**src/rtl/kss_pkg.sv**
```systemverilog
`timescale 1ns/1ps
package kss_pkg;
  typedef enum logic [1:0] {
    ST_IDLE   = 2'd0,
    ST_LAUNCH = 2'd1,
    ST_WAIT   = 2'd2
  } kss_state_e;

  typedef enum logic [1:0] {
    MD_STEP  = 2'd0,
    MD_SWEEP = 2'd1,
    MD_RAND  = 2'd2,
    MD_ALIAS = 2'd3
  } kss_mode_e;
endpackage

```
**src/rtl/kss_rst_sync.sv**
```systemverilog
`timescale 1ns/1ps
module kss_rst_sync #(
  parameter int STAGES = 2
) (
  input  logic clk,
  input  logic rst_n,
  output logic rst_n_sync
);
  logic [STAGES-1:0] chain_q;

  always_ff @(posedge clk or negedge rst_n) begin
    if (!rst_n) chain_q <= '0;
    else        chain_q <= {chain_q[STAGES-2:0], 1'b1};
  end

  assign rst_n_sync = chain_q[STAGES-1];
endmodule

```
**src/rtl/kss_lfsr.sv**
```systemverilog
`timescale 1ns/1ps
module kss_lfsr #(
  parameter int         W    = 5,
  parameter logic [W-1:0] TAPS = 5'b10100,
  parameter logic [W-1:0] SEED = 5'b00001
) (
  input  logic         clk,
  input  logic         rst_n,
  output logic [W-1:0] value
);
  logic [W-1:0] lfsr_q, lfsr_d;

  always_comb lfsr_d = {lfsr_q[W-2:0], ^(lfsr_q & TAPS)};

  always_ff @(posedge clk or negedge rst_n) begin
    if (!rst_n) lfsr_q <= SEED;
    else        lfsr_q <= lfsr_d;
  end

  assign value = lfsr_q;

  // a maximal-length register never reaches the all-zero lock-up state
  a_r4_lfsr_nonzero: assert property (@(posedge clk) disable iff (!rst_n)
    lfsr_q != '0);
endmodule

```
**src/rtl/kss_pick.sv**
```systemverilog
`timescale 1ns/1ps
module kss_pick
  import kss_pkg::*;
#(
  parameter int MAX_LEN = 32,
  parameter int IDX_W   = $clog2(MAX_LEN),
  parameter int LEN_W   = $clog2(MAX_LEN + 1)
) (
  input  logic [LEN_W-1:0] cfg_len,
  input  logic [1:0]       cfg_mode,
  input  logic [IDX_W-1:0] step_ptr,
  input  logic [IDX_W-1:0] rnd,
  output logic [LEN_W-1:0] eff_len,
  output logic [IDX_W-1:0] pick_idx
);
  localparam logic [LEN_W-1:0] LEN_MAX = LEN_W'(MAX_LEN);

  logic [LEN_W-1:0] rnd_mod;
  logic             ptr_ok;

  // clamp the requested length into 1..MAX_LEN
  always_comb begin
    if (cfg_len == '0)          eff_len = LEN_W'(1);
    else if (cfg_len > LEN_MAX) eff_len = LEN_MAX;
    else                        eff_len = cfg_len;
  end

  always_comb begin
    rnd_mod = LEN_W'(rnd) % eff_len;
    ptr_ok  = LEN_W'(step_ptr) < eff_len;
    unique case (kss_mode_e'(cfg_mode))
      MD_SWEEP: pick_idx = '0;
      MD_RAND:  pick_idx = rnd_mod[IDX_W-1:0];
      default:  pick_idx = ptr_ok ? step_ptr : '0;
    endcase
  end
endmodule

```
**src/rtl/kss_ctrl.sv**
```systemverilog
`timescale 1ns/1ps
module kss_ctrl
  import kss_pkg::*;
#(
  parameter int MAX_LEN = 32,
  parameter int IDX_W   = $clog2(MAX_LEN),
  parameter int LEN_W   = $clog2(MAX_LEN + 1)
) (
  input  logic             clk,
  input  logic             rst_n,
  input  logic             key_press,
  input  logic             stop_req,
  input  logic [1:0]       cfg_mode,
  input  logic             cfg_loop,
  input  logic [LEN_W-1:0] eff_len,
  input  logic [IDX_W-1:0] pick_idx,
  input  logic             eng_busy,
  input  logic             eng_done,
  output logic             play_start,
  output logic [IDX_W-1:0] play_idx,
  output logic             seq_active,
  output logic [IDX_W-1:0] step_ptr
);
  kss_state_e       state_q, state_d;
  kss_mode_e        mode_q, mode_d;
  logic             loop_q, loop_d;
  logic [LEN_W-1:0] len_q, len_d;
  logic [IDX_W-1:0] idx_q, idx_d;
  logic [IDX_W-1:0] ptr_q, ptr_d;
  logic             ptr_en, cfg_en, idx_en;
  logic             at_last;
  logic [IDX_W-1:0] idx_inc;

  assign at_last = (LEN_W'(idx_q) == (len_q - LEN_W'(1)));
  assign idx_inc = idx_q + IDX_W'(1);

  // next-state process
  always_comb begin
    state_d    = state_q;
    mode_d     = mode_q;
    loop_d     = loop_q;
    len_d      = len_q;
    idx_d      = idx_q;
    ptr_d      = ptr_q;
    cfg_en     = 1'b0;
    idx_en     = 1'b0;
    ptr_en     = 1'b0;
    play_start = 1'b0;
    unique case (state_q)
      ST_IDLE: begin
        // a stop in idle cancels a simultaneous press
        if (key_press && !stop_req) begin
          state_d = ST_LAUNCH;
          mode_d  = kss_mode_e'(cfg_mode);
          loop_d  = cfg_loop;
          len_d   = eff_len;
          idx_d   = pick_idx;
          cfg_en  = 1'b1;
          idx_en  = 1'b1;
        end
      end
      ST_LAUNCH: begin
        if (stop_req) begin
          state_d = ST_IDLE;
        end else if (!eng_busy) begin
          play_start = 1'b1;
          state_d    = ST_WAIT;
        end
      end
      ST_WAIT: begin
        if (stop_req) begin
          state_d = ST_IDLE;
        end else if (eng_done) begin
          if (mode_q == MD_SWEEP) begin
            if (!at_last) begin
              idx_d   = idx_inc;
              idx_en  = 1'b1;
              state_d = ST_LAUNCH;
            end else if (loop_q) begin
              idx_d   = '0;
              idx_en  = 1'b1;
              state_d = ST_LAUNCH;
            end else begin
              state_d = ST_IDLE;
            end
          end else if (loop_q) begin
            state_d = ST_LAUNCH;
          end else begin
            state_d = ST_IDLE;
            if (mode_q != MD_RAND) begin
              ptr_d  = at_last ? '0 : idx_inc;
              ptr_en = 1'b1;
            end
          end
        end
      end
      default: state_d = ST_IDLE;
    endcase
  end

  // register process
  always_ff @(posedge clk or negedge rst_n) begin
    if (!rst_n) begin
      state_q <= ST_IDLE;
      mode_q  <= MD_STEP;
      loop_q  <= 1'b0;
      len_q   <= LEN_W'(1);
      idx_q   <= '0;
      ptr_q   <= '0;
    end else begin
      state_q <= state_d;
      if (cfg_en) begin
        mode_q <= mode_d;
        loop_q <= loop_d;
        len_q  <= len_d;
      end
      if (idx_en) idx_q <= idx_d;
      if (ptr_en) ptr_q <= ptr_d;
    end
  end

  assign play_idx   = idx_q;
  assign seq_active = (state_q != ST_IDLE);
  assign step_ptr   = ptr_q;

  a_r7_single_pulse: assert property (@(posedge clk) disable iff (!rst_n)
    play_start |=> !play_start);

  a_r7_busy_holds: assert property (@(posedge clk) disable iff (!rst_n)
    (state_q == ST_LAUNCH && eng_busy && !stop_req) |=> (state_q == ST_LAUNCH));

  a_r6_stop_to_idle: assert property (@(posedge clk) disable iff (!rst_n)
    stop_req |=> !seq_active);

  a_r6_stop_keeps_ptr: assert property (@(posedge clk) disable iff (!rst_n)
    stop_req |=> $stable(ptr_q));

  a_r8_wait_holds_idx: assert property (@(posedge clk) disable iff (!rst_n)
    (state_q == ST_WAIT && !eng_done && !stop_req) |=> ($stable(play_idx) && state_q == ST_WAIT));

  a_r9_idx_in_range: assert property (@(posedge clk) disable iff (!rst_n)
    seq_active |-> (LEN_W'(play_idx) < len_q));
endmodule

```
**src/rtl/key_sentence_seq.sv**
```systemverilog
`timescale 1ns/1ps
module key_sentence_seq #(
  parameter int MAX_LEN = 32,
  parameter int IDX_W   = $clog2(MAX_LEN),
  parameter int LEN_W   = $clog2(MAX_LEN + 1)
) (
  input  logic             clk,
  input  logic             rst_n,
  input  logic             key_press,
  input  logic             stop_req,
  input  logic [1:0]       cfg_mode,
  input  logic             cfg_loop,
  input  logic [LEN_W-1:0] cfg_len,
  input  logic             eng_busy,
  input  logic             eng_done,
  output logic             play_start,
  output logic [IDX_W-1:0] play_idx,
  output logic             seq_active
);
  logic             rst_ni;
  logic [IDX_W-1:0] rnd;
  logic [IDX_W-1:0] step_ptr;
  logic [IDX_W-1:0] pick_idx;
  logic [LEN_W-1:0] eff_len;

  kss_rst_sync #(.STAGES(2)) u_rst (
    .clk        (clk),
    .rst_n      (rst_n),
    .rst_n_sync (rst_ni)
  );

  kss_lfsr #(.W(IDX_W)) u_lfsr (
    .clk   (clk),
    .rst_n (rst_ni),
    .value (rnd)
  );

  kss_pick #(.MAX_LEN(MAX_LEN), .IDX_W(IDX_W), .LEN_W(LEN_W)) u_pick (
    .cfg_len  (cfg_len),
    .cfg_mode (cfg_mode),
    .step_ptr (step_ptr),
    .rnd      (rnd),
    .eff_len  (eff_len),
    .pick_idx (pick_idx)
  );

  kss_ctrl #(.MAX_LEN(MAX_LEN), .IDX_W(IDX_W), .LEN_W(LEN_W)) u_ctrl (
    .clk        (clk),
    .rst_n      (rst_ni),
    .key_press  (key_press),
    .stop_req   (stop_req),
    .cfg_mode   (cfg_mode),
    .cfg_loop   (cfg_loop),
    .eff_len    (eff_len),
    .pick_idx   (pick_idx),
    .eng_busy   (eng_busy),
    .eng_done   (eng_done),
    .play_start (play_start),
    .play_idx   (play_idx),
    .seq_active (seq_active),
    .step_ptr   (step_ptr)
  );
endmodule

```
**config.mk**
```make
export PLATFORM = sky130hd
export DESIGN_NAME = key_sentence_seq
export DESIGN_NICKNAME = d
export VERILOG_FILES = /design/src/rtl/kss_pkg.sv /design/src/rtl/kss_rst_sync.sv /design/src/rtl/kss_lfsr.sv /design/src/rtl/kss_pick.sv /design/src/rtl/kss_ctrl.sv /design/src/rtl/key_sentence_seq.sv
export SDC_FILE = /design/constraint.sdc
export NUM_CORES = 1
export LEC_CHECK = 0
export ABC_AREA = 1
export BUFFER_PORTS_ARGS = -buffer_cell sky130_fd_sc_hd__buf_2
export CORE_MARGIN = 1.5
export CORE_UTILIZATION = 35
export CTS_BUF_LIST = sky130_fd_sc_hd__clkbuf_16
export DETAILED_ROUTE_END_ITERATION = 6
export HOLD_SLACK_MARGIN = 0.03
export PLACE_DENSITY_LB_ADDON = 0.15
export SETUP_SLACK_MARGIN = 0.02
export SYNTH_ARGS = -nofsm -noshare
export SYNTH_HDL_FRONTEND = slang
export SYNTH_SLANG_ARGS = --single-unit
```
**constraint.sdc**
```tcl
create_clock -name clk -period 2 [get_ports clk]
set_input_delay 0.2 -clock clk [delete_from_list [all_inputs] [get_ports clk]]
set_output_delay 0.2 -clock clk [all_outputs]
set_load 0.005 [all_outputs]
```
==> results by group, run 1 <==
Outcome
  – Status: finished with violations
  – Failing checks: negative setup slack

Finish
  – Fillcell total: 685
  – Fin util: 56.8%
  – Most frequent cells in the layout: buf_4 (82), nand2_1 (74), inv_1 (35)
  – Sequential Area: 703 µm²
  – Final net count: roughly 520
  – Commonest non-fill, non-tap cell in the layout: buf_4
  – Share of cells above drive strength 1: a little under half
  – Final Cell Area: 4100 µm²
  – Area delta synth->final: 57.9%
  – Area occupied by multi-input gates: 2210 µm²
  – ANT cells: 0

Route
  – Vias per std cell: 4.81
  – DRT iter0 DRCs: 110
  – Via Count: roughly 2700
  – Residual DRC: 0
  – Final wirelength: 7.56 mm
  – Final antenna-violating net count: 0
  – TritonRoute pass-1 iters: 4
  – Routed wire per std cell: between 10 and 15 µm

Clocking
  – CTS root buf: clkbuf_16
  – CTS tree: built
  – Num CTS Buffers: 3
  – H-tree depth: 1
  – Clock transition at path regs: 0.07 ns
  – Deepest clock path buffer count: 2
  – CTS Sinks: 28
  – Clock Latency Late Sink: 0.26 ns

Yosys
  – Synth Net Count: 412
  – Yosys warnings: 0
  – Yosys top cell by area: dfrtp_1
  – Synthesized instance count: 368
  – Seq/Total Area, Yosys: 27.1%
  – Post-synthesis cell type count: 36
  – Largest cells by area after synthesis: dfrtp_1 (25%), nand2_1 (14%), ha_1 (14%)
  – Top-area cell type share of the netlist area: 25.1%
  – Avg Synthesized Cell Area: 7.05 µm²
  – Syn Std Cell Area: 2590 µm²
  – Flops & latches, synth: 28

Placement
  – Post-detail-place hpwl: 5.54 mm
  – Pre-CTS setup slack: -3.64 ns
  – Area after DPL: 3480 µm²
  – RD Place Congestion: 0.881
  – IO Port Bufs: 21

Worst setup path
  – Setup crit start kind: flop
  – Worst path slowest cell: dfrtp_1
  – Critical path buffer and inverter count: 4
  – Crit Path Max Fanout: 5
  – Crit-path leading delay family: simple AND/OR/NAND/NOR gates
  – Worst EP arrival: ~5.4 ns
  – Critical path class: flop to flop
  – Delay of the slowest critical-path stage: 0.41 ns
  – Setup crit end kind: flop
  – CP required: approximately 2.2 ns
  – Most frequent CP cell: nand2_2

GRT
  – Global-route wire length before repair: 11.9 mm
  – Largest net degree at the start of global routing: 27
  – Vias in the first global route: 2579
  – Initial antenna violation count: 0
  – Tot GR Track Use: 19.4%
  – Aggregate global routing overflow: 0

Power
  – Clk network pwr share: about 14%
  – PwrDens: 825 nW/µm²
  – Sw frac: 42.8%
  – P_int: just under 2 mW
  – Part of the power in registers: 27.6%
  – Gate power share: ~59%
  – Max VDD drop: 0.468 mV
  – Leak: 2.07 nW
  – Net Sw Power: 1.44 mW

STA
  – Setup slack after layout: -3.26 ns
  – Fin crit period: 5.26 ns
  – Unrepaired setup endpoints after global routing: yes
  – Worst clock skew: ~0.0014 ns
  – Final setup vio count: 5
  – Slew Limit Fails: 0
  – Final Hold Viols: 0
  – Final Hold Slack: 0.145 ns
  – Max Freq: 0.190 GHz
  – Tcrit/Tclk final: 263%
  – Final TNS setup: -16.15 ns

Worst hold path
  – Worst min path class: primary input to flop

Floorplanning
  – Ports: 22
  – Die area: approximately 7900 µm²
  – Initial Util: a little over a third
  – Row count: 31
  – Die width: 89.1 µm
  – Core ar.: 7210 µm²
  – Die Y: ~89 µm

Flow run
  – Max cap viols: 0
power by group through the flow:
stage | Clock [mW] | Combinational [mW] | Sequential, mW
final | 0.458 | 1.99 | 0.932
after global routing | 0.494 | 2.23 | 0.959
after CTS | 0.468 | 1.73 | 0.930
after detailed placement | 0 | 1.60 | 0.941
after global placement | 0 | 1.57 | 0.941
after floorplan | 0 | 1.15 | 0.900
per-layer routing:
metal | wire, µm | track usage, % | vias up
met4 | 74 | 2.24 | 0
met1 | 3650 | 26.6 | 1291
met3 | 221 | 2.59 | 6
met5 | 0 | 0 | -
met2 | 3610 | 33.6 | 35
li1 | - | - | 1417
cell usage after synthesis:
| cell | count |
|---|---|
| nand4_1 | 9 |
| o21ai_1 | 3 |
| dfrtp_1 | 26 |
| fa_1 | 1 |
| ha_1 | 28 |
| o211ai_1 | 1 |
| a21oi_1 | 15 |
| inv_2 | 4 |
| dfstp_2 | 2 |
| xor2_1 | 10 |
| nor2_2 | 6 |
| nand2_2 | 4 |
| o21ai_0 | 23 |
| clkbuf_1 | 4 |
| and2_1 | 1 |
| nor2_1 | 23 |
| nor2_4 | 1 |
| nor3_2 | 2 |
| nand3_1 | 28 |
| o221ai_1 | 1 |
| xnor2_1 | 9 |
| a22oi_1 | 1 |
| o21bai_4 | 1 |
| nor3_1 | 3 |
| nand2_4 | 3 |
| or3_1 | 1 |
| inv_4 | 1 |
| o21ai_2 | 3 |
| nand3b_1 | 2 |
| conb_1 | 2 |
| or2_1 | 1 |
| a21boi_0 | 2 |
| inv_1 | 45 |
| nand2_1 | 100 |
| a21o_1 | 1 |
| a21boi_2 | 1 |
cell families (layout without fill, tap and decap cells):
logic type | count (synthesis) | after routing | share of synthesized area (%)
and+or+nand+nor | 184 | 184 | 32.2
other | 2 | 2 | 0.289
DFF | 28 | 28 | 27.1
buffers and inverters | 54 | 159 | 7.91
xor gates and xnor gates | 19 | 19 | 6.41
adders and majority gates | 29 | 29 | 14.3
AOI/OAI and AO/OA | 52 | 52 | 11.9
worst paths after layout:
path / startpoint / endpoint / slack [ns] / depth (start not counted)
setup reg to reg: u_lfsr.value[4]$_DFF_PN0_ / u_ctrl.play_idx[4]$_DFFE_PN0P_ / -3.26 / 38
hold reg to reg: u_rst.chain_q[1]$_DFF_PN0_ / u_lfsr.value[1]$_DFF_PN0_ / 0.25 / 1
hold / removal: cfg_loop / u_ctrl.loop_q$_DFFE_PN0P_ / 0.15 / 3
max in group asynchronous: u_rst.chain_q[1]$_DFF_PN0_ / u_ctrl.len_q[0]$_DFFE_PN1P_ / 1.44 / 1
setup / recovery: u_lfsr.value[4]$_DFF_PN0_ / u_ctrl.play_idx[4]$_DFFE_PN0P_ / -3.26 / 38
min in group asynchronous: rst_n / u_rst.chain_q[1]$_DFF_PN0_ / 0.24 / 2
worst reg2reg max path, delay by kind of cell (launching register included):
family	cells	cell delay (ns)
AND/OR/NAND/NOR	22	2.03
adder cells (fa/ha/maj)	5	1.31
AO/OA/AOI/OAI	5	0.69
flip-flops	1	0.41
XOR/XNOR	2	0.40
buffers and inverters	4	0.33
cell type report:
type	instances	share of cell area [%]
Inverter	50	5.01
Multi-Input combinational cell	286	54.0
Timing Repair Buffer	106	19.0
Tap cell	99	3.02
Clock buffer	3	1.83
Sequential cell	28	17.2
through the flow:
| step | total power, mW | std cells |
|---|---|---|
| after floorplan | 2.05 | 368 |
| after global placement | 2.51 | 549 |
| after detailed placement | 2.54 | 549 |
| after CTS | 3.13 | 567 |
| after global routing | 3.69 | 572 |
| final | 3.38 | 572 |
flip-flops by register name, indices dropped and copies added (netlist names):
name             cells
u_ctrl.state_q       2
u_ctrl.loop_q        1
u_ctrl.mode_q        2
u_ctrl.step_ptr      5
u_ctrl.play_idx      5
u_lfsr.value         5
u_ctrl.len_q         6
u_rst.chain_q        2
timing repair:
action	CTS	global route
setup endpoints to repair	5	6
pin swaps	47	52
buffers inserted	14	5
hold endpoints to repair	2	0
hold buffers	1	0
resized for setup	33	56
gates cloned	0	0
Power figures use the tool's default switching activity.
==> run 2, diff against run 1 <==
--- a/config.mk
+++ b/config.mk
@@ -9,7 +9,6 @@
 export BUFFER_PORTS_ARGS = -buffer_cell sky130_fd_sc_hd__buf_2
 export CORE_MARGIN = 1.5
 export CORE_UTILIZATION = 35
-export CTS_BUF_LIST = sky130_fd_sc_hd__clkbuf_16
 export DETAILED_ROUTE_END_ITERATION = 6
 export HOLD_SLACK_MARGIN = 0.03
 export PLACE_DENSITY_LB_ADDON = 0.15
==> run 2 against run 1 <==
Against the previous run:
- the flow still finishes with violations (negative setup slack)
- total power shrank 4.0%
- routed wire length grew 0.73%
- critical endpoint is now u_ctrl.play_idx[2]$_DFFE_PN0P_
- final area decreased by 1.6%
- combinational power about the same
- first-iteration DRC count decreased by 6.4%
- hold slack lost 0.014 ns
- cell count is 0.17% lower
- sequential share of layout area grew 0.29 points
- via count increased by 0.18%
- sequential cell count unchanged
- core utilization decreased by 0.94 points
==> results by group, run 2 (same netlist as run 1, synthesis figures left out) <==
Outcome
  – Status: finished with violations
  – Failing checks: negative setup slack

Finish
  – Max reg flops: 6
  – Area delta synth->final: 55.3%
  – Area occupied by multi-input gates: 2190 µm²
  – Final Cell Area: 4030 µm²
  – Share of cells above drive strength 1: 47.7%
  – Fillcell total: between 600 and 700
  – Commonest non-fill, non-tap cell in the layout: buf_4
  – Final net count: between 500 and 600
  – ANT cells: 0
  – Sequential Area: 703 µm²
  – Finished Layout Cells: 571
  – Most frequent cells in the layout: buf_4 (80), nand2_1 (75), inv_1 (35)
  – Top reg by flops: u_ctrl.len_q

Flow run
  – Max cap viols: 0

Route
  – Routed wire per std cell: 13.3 µm
  – Vias per std cell: 4.82
  – Residual DRC: 0
  – TritonRoute pass-1 iters: 4
  – DRT iter0 DRCs: approximately 100
  – Via Count: 2754
  – Final antenna-violating net count: 0
  – Final wirelength: 7.62 mm

Floorplanning
  – Initial Util: 36.0%
  – Core ar.: 7210 µm²
  – Die Y: roughly 89 µm
  – Die area: slightly below 8000 µm²
  – Die width: 89.1 µm
  – Row count: 31
  – Ports: 22

Worst setup path
  – Setup crit start kind: flop
  – Delay of the slowest critical-path stage: 0.42 ns
  – CP required: 2.18 ns
  – Setup crit end kind: flop
  – Worst path slowest cell: dfrtp_1
  – Most frequent CP cell: nand2_2
  – Crit Path Max Fanout: 7
  – Reg2Reg Setup Slack: -3.26 ns
  – Worst EP arrival: ~5.4 ns
  – Critical path class: flop to flop

GRT
  – Met1 usage: 26.4%
  – Tot GR Track Use: 19.4%
  – M3 GR Usage: 2.59%
  – Vias in the first global route: roughly 2600
  – Global route hottest layer: met2
  – Met2 Use GR: between 30% and 40%
  – Initial antenna violation count: 0
  – Largest net degree at the start of global routing: 27
  – Aggregate global routing overflow: 0
  – Global-route wire length before repair: approximately 12 mm

Clocking
  – H-tree depth: 1
  – Clock transition at path regs: 0.10 ns
  – CTS Sinks: 28
  – Num CTS Buffers: 3
  – Deepest clock path buffer count: 2
  – CTS tree: built
  – CTS root buf: clkbuf_8
  – Clock Latency Late Sink: 0.28 ns

STA
  – Tcrit/Tclk final: 263%
  – Fin crit period: 5.26 ns
  – Slew Limit Fails: 0
  – Final setup vio count: 5
  – Final Hold Viols: 0
  – Setup slack after layout: -3.26 ns
  – Final TNS setup: -16.16 ns
  – Worst clock skew: 0.00763 ns
  – Max Freq: 0.190 GHz
  – Unrepaired setup endpoints after global routing: yes

Placement
  – IO Port Bufs: 21
  – Pre-CTS setup slack: -3.64 ns
  – Post-detail-place hpwl: 5.54 mm
  – Cells after DPL: 549
  – RD Place Congestion: a little under 0.9
  – Area after DPL: 3480 µm²

Power
  – Leak: 2.04 nW
  – Total power: approximately 3.2 mW
  – PwrDens: between 800 and 900 nW/µm²
  – Max VDD drop: between 0.4 and 0.5 mV

Worst hold path
  – Worst min path class: primary input to flop
-- run 2: routing by layer --
metal / routed length [µm] / up-vias
met5: 0 / -
li1: - / 1412
met3: 249 / 8
met2: 3700 / 44
met4: 90 / 0
met1: 3580 / 1290
-- run 2: worst paths after layout --
kind,cells after the start,startpoint,to
min in group asynchronous,2,rst_n,u_rst.chain_q[1]$_DFF_PN0_
max in group asynchronous,1,u_rst.chain_q[1]$_DFF_PN0_,u_ctrl.len_q[0]$_DFFE_PN1P_
max reg2reg,36,u_lfsr.value[4]$_DFF_PN0_,u_ctrl.play_idx[2]$_DFFE_PN0P_
max,36,u_lfsr.value[4]$_DFF_PN0_,u_ctrl.play_idx[2]$_DFFE_PN0P_
min reg2reg,1,u_rst.chain_q[1]$_DFF_PN0_,u_lfsr.value[1]$_DFF_PN0_
min,2,eng_busy,u_ctrl.state_q[1]$_DFFE_PN0P_
-- run 2: stage by stage --
stage                     hold slack [ns]  util, %
after floorplan                   -0.0956        -
after global placement            -0.0143     48.2
after detailed placement          -0.0114     48.2
after CTS                           0.121     51.9
after global routing                0.138     55.8
final                               0.131     55.8
-- run 2: cell type report --
cell class / instances / area share [%]
inverters: 50 / 5.09
clock buffers: 3 / 1.02
repair buffers: 105 / 19.1
flip-flops and latches: 28 / 17.5
multi-input cells: 286 / 54.3
well taps: 99 / 3.07
-- run 2: repair_timing --
action                                 4_1_cts  5_1_grt
hold buffers                                 1        0
setup endpoints to repair                    5        6
gates resized for setup                     34       50
endpoints found under the hold margin        2        0
pin swaps                                   37       51
buffers inserted                            12        6
-- run 2: worst max-delay path, delay by kind of cell, from the launching register on --
family,cells,cell delay (ns)
flops,1,0.42
compound gates,6,0.92
fa+ha+maj,5,1.29
simple gates,21,2.03
xor+xnor,1,0.21
buf+inv,3,0.28
-- run 2: report_power, final --
group          switching, mW  internal (mW)
clock                  0.177          0.136
combinational           1.06          0.937
sequential             0.192          0.739
total                   1.43           1.81
